**src/rtl/fbm_pkg.sv**
```systemverilog
package fbm_pkg;
  typedef enum logic [1:0] {
    FMT_NONE    = 2'd0,
    FMT_RGB565  = 2'd1,
    FMT_XRGB_LE = 2'd2,
    FMT_XRGB_BE = 2'd3
  } pix_fmt_e;
endpackage

```
**src/rtl/fbm_fmt_decode.sv**
```systemverilog
module fbm_fmt_decode
  import fbm_pkg::*;
#(
  parameter int REG_W = 16
) (
  input  logic [REG_W-1:0] bpp_code,
  input  logic             be_flag,
  output pix_fmt_e         fmt,
  output logic [2:0]       bytes_pp,
  output logic             fmt_ok
);
  localparam logic [REG_W-1:0] DEPTH16 = REG_W'(16);
  localparam logic [REG_W-1:0] DEPTH32 = REG_W'(32);

  always_comb begin
    fmt      = FMT_NONE;
    bytes_pp = 3'd0;
    fmt_ok   = 1'b0;
    if (bpp_code == DEPTH16) begin
      fmt      = FMT_RGB565;
      bytes_pp = 3'd2;
      fmt_ok   = 1'b1;
    end else if (bpp_code == DEPTH32) begin
      fmt      = be_flag ? FMT_XRGB_BE : FMT_XRGB_LE;
      bytes_pp = 3'd4;
      fmt_ok   = 1'b1;
    end
  end
endmodule

```
**src/rtl/fbm_geom_calc.sv**
```systemverilog
module fbm_geom_calc #(
  parameter int REG_W = 16
) (
  input  logic [2:0]         bytes_pp,
  input  logic [REG_W-1:0]   line_w,
  input  logic [REG_W-1:0]   lines,
  input  logic [REG_W-1:0]   pan_px,
  input  logic [REG_W-1:0]   pan_ln,
  output logic [REG_W+1:0]   stride,
  output logic [2*REG_W+1:0] size,
  output logic [2*REG_W+2:0] offset
);
  localparam int STRIDE_W = REG_W + 2;
  localparam int SIZE_W   = 2 * REG_W + 2;
  localparam int OFFS_W   = 2 * REG_W + 3;

  always_comb begin
    stride = STRIDE_W'(line_w) * STRIDE_W'(bytes_pp);
    size   = SIZE_W'(stride) * SIZE_W'(lines);
    offset = OFFS_W'(pan_px) * OFFS_W'(bytes_pp) + OFFS_W'(pan_ln) * OFFS_W'(stride);
  end
endmodule

```
**src/rtl/fbm_bounds_check.sv**
```systemverilog
module fbm_bounds_check #(
  parameter int REG_W   = 16,
  parameter int MEM_W   = 32,
  parameter int MIN_RES = 64
) (
  input  logic               enable,
  input  logic               fmt_ok,
  input  logic [REG_W-1:0]   width,
  input  logic [REG_W-1:0]   height,
  input  logic [2*REG_W+1:0] size,
  input  logic [2*REG_W+2:0] offset,
  input  logic [MEM_W-1:0]   mem_bytes,
  output logic               usable
);
  localparam int SUM_W = 2 * REG_W + 4;
  localparam int CMP_W = (SUM_W > MEM_W) ? SUM_W : MEM_W;
  localparam logic [REG_W-1:0] MIN_V = REG_W'(MIN_RES);

  logic [CMP_W-1:0] end_byte;
  logic             fits, big_enough;

  always_comb begin
    end_byte   = CMP_W'(offset) + CMP_W'(size);
    fits       = end_byte <= CMP_W'(mem_bytes);
    big_enough = (width >= MIN_V) && (height >= MIN_V);
    usable     = enable && fmt_ok && big_enough && fits;
  end
endmodule

```
**src/rtl/fbm_mode_decoder.sv**
```systemverilog
module fbm_mode_decoder
  import fbm_pkg::*;
#(
  parameter int REG_W   = 16,
  parameter int MEM_W   = 32,
  parameter int MIN_RES = 64
) (
  input  logic               clk,
  input  logic               rst_n,
  input  logic [REG_W-1:0]   ctl_word,
  input  logic [REG_W-1:0]   bpp_code,
  input  logic [REG_W-1:0]   h_res,
  input  logic [REG_W-1:0]   v_res,
  input  logic [REG_W-1:0]   virt_w,
  input  logic [REG_W-1:0]   pan_x,
  input  logic [REG_W-1:0]   pan_y,
  input  logic               fb_be,
  input  logic [MEM_W-1:0]   vram_bytes,
  output logic [1:0]         fmt_out,
  output logic [2:0]         bpp_out,
  output logic [REG_W+1:0]   stride_out,
  output logic [2*REG_W+1:0] size_out,
  output logic [2*REG_W+2:0] offset_out,
  output logic               mode_valid,
  output logic               mode_changed
);
  localparam int STRIDE_W = REG_W + 2;
  localparam int SIZE_W   = 2 * REG_W + 2;
  localparam int OFFS_W   = 2 * REG_W + 3;

  // stage 1: format decode and width clamp
  pix_fmt_e         dec_fmt;
  logic [2:0]       dec_bpp;
  logic             dec_ok;
  logic [REG_W-1:0] eff_w;

  fbm_fmt_decode #(.REG_W(REG_W)) u_fmt (
    .bpp_code (bpp_code),
    .be_flag  (fb_be),
    .fmt      (dec_fmt),
    .bytes_pp (dec_bpp),
    .fmt_ok   (dec_ok)
  );

  assign eff_w = (virt_w < h_res) ? h_res : virt_w;

  logic             s1_en, s1_ok;
  pix_fmt_e         s1_fmt;
  logic [2:0]       s1_bpp;
  logic [REG_W-1:0] s1_w, s1_h, s1_line, s1_px, s1_py;
  logic [MEM_W-1:0] s1_mem;

  always_ff @(posedge clk) begin
    if (!rst_n) begin
      s1_en   <= 1'b0;
      s1_ok   <= 1'b0;
      s1_fmt  <= FMT_NONE;
      s1_bpp  <= '0;
      s1_w    <= '0;
      s1_h    <= '0;
      s1_line <= '0;
      s1_px   <= '0;
      s1_py   <= '0;
      s1_mem  <= '0;
    end else begin
      s1_en   <= ctl_word[0];
      s1_ok   <= dec_ok;
      s1_fmt  <= dec_fmt;
      s1_bpp  <= dec_bpp;
      s1_w    <= h_res;
      s1_h    <= v_res;
      s1_line <= eff_w;
      s1_px   <= pan_x;
      s1_py   <= pan_y;
      s1_mem  <= vram_bytes;
    end
  end

  // stage 2: products, checks and output latch
  logic [STRIDE_W-1:0] g_stride;
  logic [SIZE_W-1:0]   g_size;
  logic [OFFS_W-1:0]   g_offset;
  logic                g_usable, g_differs;

  fbm_geom_calc #(.REG_W(REG_W)) u_geom (
    .bytes_pp (s1_bpp),
    .line_w   (s1_line),
    .lines    (s1_h),
    .pan_px   (s1_px),
    .pan_ln   (s1_py),
    .stride   (g_stride),
    .size     (g_size),
    .offset   (g_offset)
  );

  fbm_bounds_check #(.REG_W(REG_W), .MEM_W(MEM_W), .MIN_RES(MIN_RES)) u_chk (
    .enable    (s1_en),
    .fmt_ok    (s1_ok),
    .width     (s1_w),
    .height    (s1_h),
    .size      (g_size),
    .offset    (g_offset),
    .mem_bytes (s1_mem),
    .usable    (g_usable)
  );

  assign g_differs = ({s1_fmt, s1_bpp, g_stride, g_size, g_offset} !=
                      {fmt_out, bpp_out, stride_out, size_out, offset_out});

  always_ff @(posedge clk) begin
    if (!rst_n) begin
      fmt_out      <= '0;
      bpp_out      <= '0;
      stride_out   <= '0;
      size_out     <= '0;
      offset_out   <= '0;
      mode_valid   <= 1'b0;
      mode_changed <= 1'b0;
    end else begin
      mode_valid   <= g_usable;
      mode_changed <= g_usable && g_differs;
      if (g_usable && g_differs) begin
        fmt_out    <= s1_fmt;
        bpp_out    <= s1_bpp;
        stride_out <= g_stride;
        size_out   <= g_size;
        offset_out <= g_offset;
      end
    end
  end

  // a change pulse only accompanies an accepted mode
  assert_pulse_needs_valid_R10: assert property (@(posedge clk) disable iff (!rst_n)
    mode_changed |-> mode_valid);

  // latched geometry moves only together with a pulse
  assert_latch_moves_on_pulse_R11: assert property (@(posedge clk) disable iff (!rst_n)
    !mode_changed |-> ($stable(fmt_out) && $stable(bpp_out) && $stable(stride_out)
                       && $stable(size_out) && $stable(offset_out)));

  // a pulse always carries a geometry different from the one before
  assert_pulse_is_new_R10: assert property (@(posedge clk) disable iff (!rst_n)
    mode_changed |-> !($stable(fmt_out) && $stable(bpp_out) && $stable(stride_out)
                       && $stable(size_out) && $stable(offset_out)));

  // format code and pixel size stay paired
  assert_fmt_pairing_R3: assert property (@(posedge clk) disable iff (!rst_n)
    mode_valid |-> ((fmt_out == 2'd1 && bpp_out == 3'd2) ||
                    (fmt_out[1] && bpp_out == 3'd4)));

  // an accepted mode's stride covers at least the minimum width
  assert_min_stride_R7: assert property (@(posedge clk) disable iff (!rst_n)
    mode_valid |-> (stride_out >= STRIDE_W'(2 * MIN_RES)));
endmodule

```
**config.mk**
```make
export PLATFORM = sky130hd
export DESIGN_NAME = fbm_mode_decoder
export DESIGN_NICKNAME = d
export VERILOG_FILES = /design/src/rtl/fbm_pkg.sv /design/src/rtl/fbm_fmt_decode.sv /design/src/rtl/fbm_geom_calc.sv /design/src/rtl/fbm_bounds_check.sv /design/src/rtl/fbm_mode_decoder.sv
export SDC_FILE = /design/constraint.sdc
export NUM_CORES = 2
export LEC_CHECK = 0
export BUFFER_PORTS_ARGS = -buffer_cell sky130_fd_sc_hd__buf_2
export CORE_UTILIZATION = 44
export DETAILED_ROUTE_END_ITERATION = 10
export PLACE_DENSITY_LB_ADDON = 0.08
export SETUP_SLACK_MARGIN = 0.15
export SYNTH_ARGS = -nofsm -noshare
export SYNTH_HDL_FRONTEND = slang
export SYNTH_SLANG_ARGS = --single-unit
```
**constraint.sdc**
```tcl
create_clock -name clk -period 17.6 [get_ports clk]
set_input_delay 1.76 -clock clk [delete_from_list [all_inputs] [get_ports clk]]
set_output_delay 1.76 -clock clk [all_outputs]
set_load 0.02 [all_outputs]
```
==> metrics.txt <==
# TYPE chip_impl_metric gauge
chip_impl_metric{name="worstPathRequired",unit="ps"} 18120
chip_impl_metric{name="drt-vias-per-instance",unit=""} 5.28
chip_impl_metric{name="ir_drop",unit="uV"} 79.1
chip_impl_metric{name="final-max-slew-violation-count",unit=""} 0
chip_impl_metric{name="fmax",unit="MHz"} 64.7
chip_impl_info{name="cts_root_buf",value="clkbuf_16"} 1
chip_impl_info{name="synthTopCellsByCount",value="617 x inv_1, 565 x nand2_1, 451 x fa_1"} 1
chip_impl_metric{name="globalRoute.totalOverflow",unit=""} 0
chip_impl_info{name="worst_path_max_delay_cell",value="a211oi_4"} 1
chip_impl_metric{name="detail-route-antenna-nets",unit=""} 0
chip_impl_metric{name="post_synthesis_sequential_area_ratio",unit=""} 0.125
chip_impl_metric{name="worst-r2r-cell-count",unit=""} 50
chip_impl_metric{name="max-clock-path-buffers",unit=""} 3
chip_impl_metric{name="first_global_vias",unit=""} 26000
chip_impl_metric{name="clock_tree.htree_level_count",unit=""} 1
chip_impl_metric{name="totalWireLength",unit="um"} 95500
chip_impl_metric{name="number_of_enable_flip_flop_cells_after_synthesis",unit=""} 0
chip_impl_metric{name="fin_nets",unit=""} 4827
chip_impl_metric{name="yosysUniqueCellTypes",unit=""} 95
chip_impl_metric{name="synthesis.yosys.warnings",unit=""} 0
chip_impl_metric{name="finalClockSkew",unit="ps"} 25.6
chip_impl_metric{name="drtIter0Drc",unit=""} 1601
chip_impl_metric{name="finalWorstPathRequiredPeriod",unit="ps"} 15460
chip_impl_metric{name="setup_total_negative_slack",unit="ps"} 0
chip_impl_metric{name="drc",unit=""} 0
chip_impl_metric{name="transition_at_the_pin_with_the_smallest_max_transition_slack",unit="ps"} 1200
chip_impl_info{name="synth_ff_type",value="dfxtp_1"} 1
chip_impl_metric{name="synth.ff_latch_count",unit=""} 202
chip_impl_metric{name="cell_area_after_synthesis",unit="um^2"} 32400
chip_impl_metric{name="timing.critical_path.slowest_cell_delay",unit="ps"} 780
chip_impl_metric{name="core_region_area",unit="um^2"} 73000
chip_impl_metric{name="slew-limit-headroom",unit=""} 0.200
chip_impl_metric{name="num_vias",unit=""} 25700
chip_impl_metric{name="pin_count_of_the_biggest_net_entering_global_routing",unit=""} 152
chip_impl_info{name="timing.critical_path.from",value="s1_bpp[2]"} 1
chip_impl_metric{name="grt_pass1_wl",unit="um"} 152000
chip_impl_info{name="start_kind",value="register"} 1
chip_impl_metric{name="ys_async_sr_fraction",unit=""} 0
chip_impl_metric{name="setup_viol_count_final",unit=""} 0
chip_impl_metric{name="layout_worst_path_cycle_share",unit=""} 0.879
chip_impl_metric{name="floorplan.io_pins",unit=""} 241
chip_impl_metric{name="antenna_found_initial",unit=""} 0
chip_impl_info{name="ys_top_cells_by_area",value="fa_1 28%, ha_1 13%, dfxtp_1 12%"} 1
chip_impl_metric{name="cts.repair.resized",unit=""} 0
chip_impl_metric{name="post-synth-top-area-fraction",unit=""} 0.279
chip_impl_info{name="cp-endpoint",value="fmt_out[1]"} 1
chip_impl_metric{name="drtPass1Iterations",unit=""} 7
chip_impl_metric{name="insertedDiodeCount",unit=""} 0
chip_impl_metric{name="clk_pin_slew_worst_paths",unit="ps"} 60
chip_impl_metric{name="area.growth.synth_to_final",unit="%"} 8.99
chip_impl_metric{name="die_width",unit="um"} 273
chip_impl_metric{name="syn_inst",unit=""} 3781
chip_impl_metric{name="dp_hpwl",unit="um"} 76500
chip_impl_info{name="synthMostInstantiatedCell",value="inv_1"} 1
chip_impl_info{name="netlist.top_cell.by_area",value="fa_1"} 1
chip_impl_metric{name="cts_hold_repair.buffers",unit=""} 0
chip_impl_metric{name="place.port_buffers",unit=""} 221
chip_impl_metric{name="num-fill-cells",unit=""} 7226
chip_impl_metric{name="syn_avg_cell_area",unit="um^2"} 8.57
chip_impl_metric{name="avgRoutedWirePerCell",unit="um"} 19.6
chip_impl_metric{name="layout-drive-gt1-share",unit=""} 0.0896
chip_impl_info{name="cell_repeated_most_along_the_worst_path",value="fa_1"} 1
chip_impl_metric{name="r2r_setup_slack",unit="ps"} 2140
chip_impl_metric{name="rows",unit=""} 99
chip_impl_info{name="classification_of_the_worst_slack_hold_path",value="reg2reg"} 1
chip_impl_metric{name="clock-sinks",unit=""} 202
chip_impl_metric{name="max_cap_violations",unit=""} 0
chip_impl_metric{name="initial_utilization",unit=""} 0.444
chip_impl_info{name="critical_path_class",value="reg2reg"} 1
chip_impl_info{name="tritoncts",value="yes"} 1
chip_impl_info{name="worst_r2r_startpoint",value="s1_bpp[2]"} 1
chip_impl_metric{name="post_cts.repair.setup_buffers",unit=""} 0
chip_impl_metric{name="die_area",unit="um^2"} 74800
chip_impl_metric{name="total_power_divided_by_cell_area",unit="nW/um^2"} 32.7
chip_impl_metric{name="die-height",unit="um"} 273
chip_impl_metric{name="leakagePower",unit="nW"} 18.0
chip_impl_metric{name="clk_latency",unit="ps"} 610
chip_impl_metric{name="final-hold-violation-count",unit=""} 0
chip_impl_metric{name="globalRouteTotalUtil",unit=""} 0.262
chip_impl_metric{name="critPathArrivalTime",unit="ps"} 15980
chip_impl_info{name="rsz0062_at_grt",value="false"} 1
chip_impl_metric{name="path_max_fanout",unit=""} 57
chip_impl_metric{name="utilization",unit=""} 0.484
chip_impl_info{name="status",value="finished, final reports clean"} 1
chip_impl_metric{name="tritoncts.num_buffers",unit=""} 27
chip_impl_info{name="worst_setup_path_end_kind",value="register"} 1
chip_impl_metric{name="routabilityCongestion",unit=""} 0.952
chip_impl_info{name="r2r-end",value="fmt_out[1]"} 1
==> final cells by class <==
| type | count | area [um^2] | share of cell area |
|---|---|---|---|
| multi-input cells | 2778 | 25400 | 0.719 |
| clock inverters | 11 | 176 | 0.00499 |
| inverters | 618 | 2320 | 0.0657 |
| repair buffers | 261 | 1430 | 0.0404 |
| well taps | 959 | 1200 | 0.0340 |
| clock buffers | 36 | 749 | 0.0212 |
| flip-flops and latches | 202 | 4050 | 0.115 |
==> worst max-delay path, delay by kind of cell, from the launching register on <==
family	cells	cell delay (ps)
flops	1	620
xor+xnor	3	1380
simple gates	9	1430
mux	1	250
fa+ha+maj	12	4960
buf+inv	7	990
compound gates	18	5610
==> report_power, final <==
group          internal [mW]  leakage, nW  switching [mW]
clock                  0.356        0.454           0.236
sequential             0.472         1.66          0.0249
combinational         0.0296         15.9          0.0372
==> per-stage QoR <==
| stage | instance area (um^2) | cells | hold slack, ps | setup WS [ps] | power, mW |
|---|---|---|---|---|---|
| after floorplan | 32400 | 3784 | 450 | 5350 | 0.534 |
| after global placement | 34400 | 4818 | 462 | 2220 | 0.573 |
| after detailed placement | 34400 | 4818 | 476 | 2130 | 0.574 |
| after CTS | 35300 | 4865 | 486 | 2050 | 1.18 |
| after global routing | 35300 | 4865 | 498 | 1090 | 1.20 |
| final | 35300 | 4865 | 484 | 2140 | 1.16 |
==> routing by layer <==
| metal | vias to the layer above | track usage | wire [um] |
|---|---|---|---|
| met5 | - | 0 | 0 |
| met4 | 0 | 0.0628 | 2500 |
| met3 | 111 | 0.0296 | 4770 |
| met2 | 673 | 0.428 | 43900 |
| met1 | 12700 | 0.369 | 44300 |
| li1 | 12200 | - | - |
==> flip-flops by register name, indices dropped and copies added, names as in the netlist <==
register      count
bpp_out           2
fmt_out           2
mode_changed      1
mode_valid        1
offset_out       34
s1_bpp            2
s1_en             1
s1_fmt            2
s1_h             16
s1_line          16
s1_mem           32
s1_ok             1
s1_px            16
s1_py            16
s1_w             10
size_out         33
stride_out       17
==> cell families (layout without fill, tap and decap cells) <==
family	count (synthesis)	after routing	share of synthesized area
buffers and inverters	804	926	0.0958
xor gates and xnor gates	182	182	0.0535
adders and majority gates	792	792	0.410
muxes	108	108	0.0334
other	1	4	0.000116
DFF	202	202	0.125
and+or+nand+nor	1299	1299	0.199
AOI/OAI and AO/OA	393	393	0.0833
==> worst min path at each step <==
| stage | from | cells past startpoint | to | slack [ps] |
|---|---|---|---|---|
| global placement | stride_out[8] | 2 | stride_out[8] | 460 |
| global route | size_out[23] | 2 | size_out[23] | 500 |
| floorplan | s1_fmt[1] | 2 | fmt_out[1] | 450 |
| finish | stride_out[17] | 2 | stride_out[17] | 480 |
| detailed placement | offset_out[29] | 2 | offset_out[29] | 480 |
| CTS | stride_out[17] | 2 | stride_out[17] | 490 |
==> cell usage in the layout, fill, tap and decap left out, types with 71 or more instances in the layout <==
| cell | count |
|---|---|
| fa_1 | 451 |
| inv_1 | 617 |
| nor2_1 | 117 |
| xor2_1 | 71 |
| xnor2_1 | 91 |
| and2_1 | 369 |
| buf_2 | 220 |
| ha_1 | 341 |
| a21oi_1 | 109 |
| nand2_1 | 565 |
| dfxtp_1 | 201 |
| mux2i_1 | 106 |
Power figures use the tool's default switching activity.
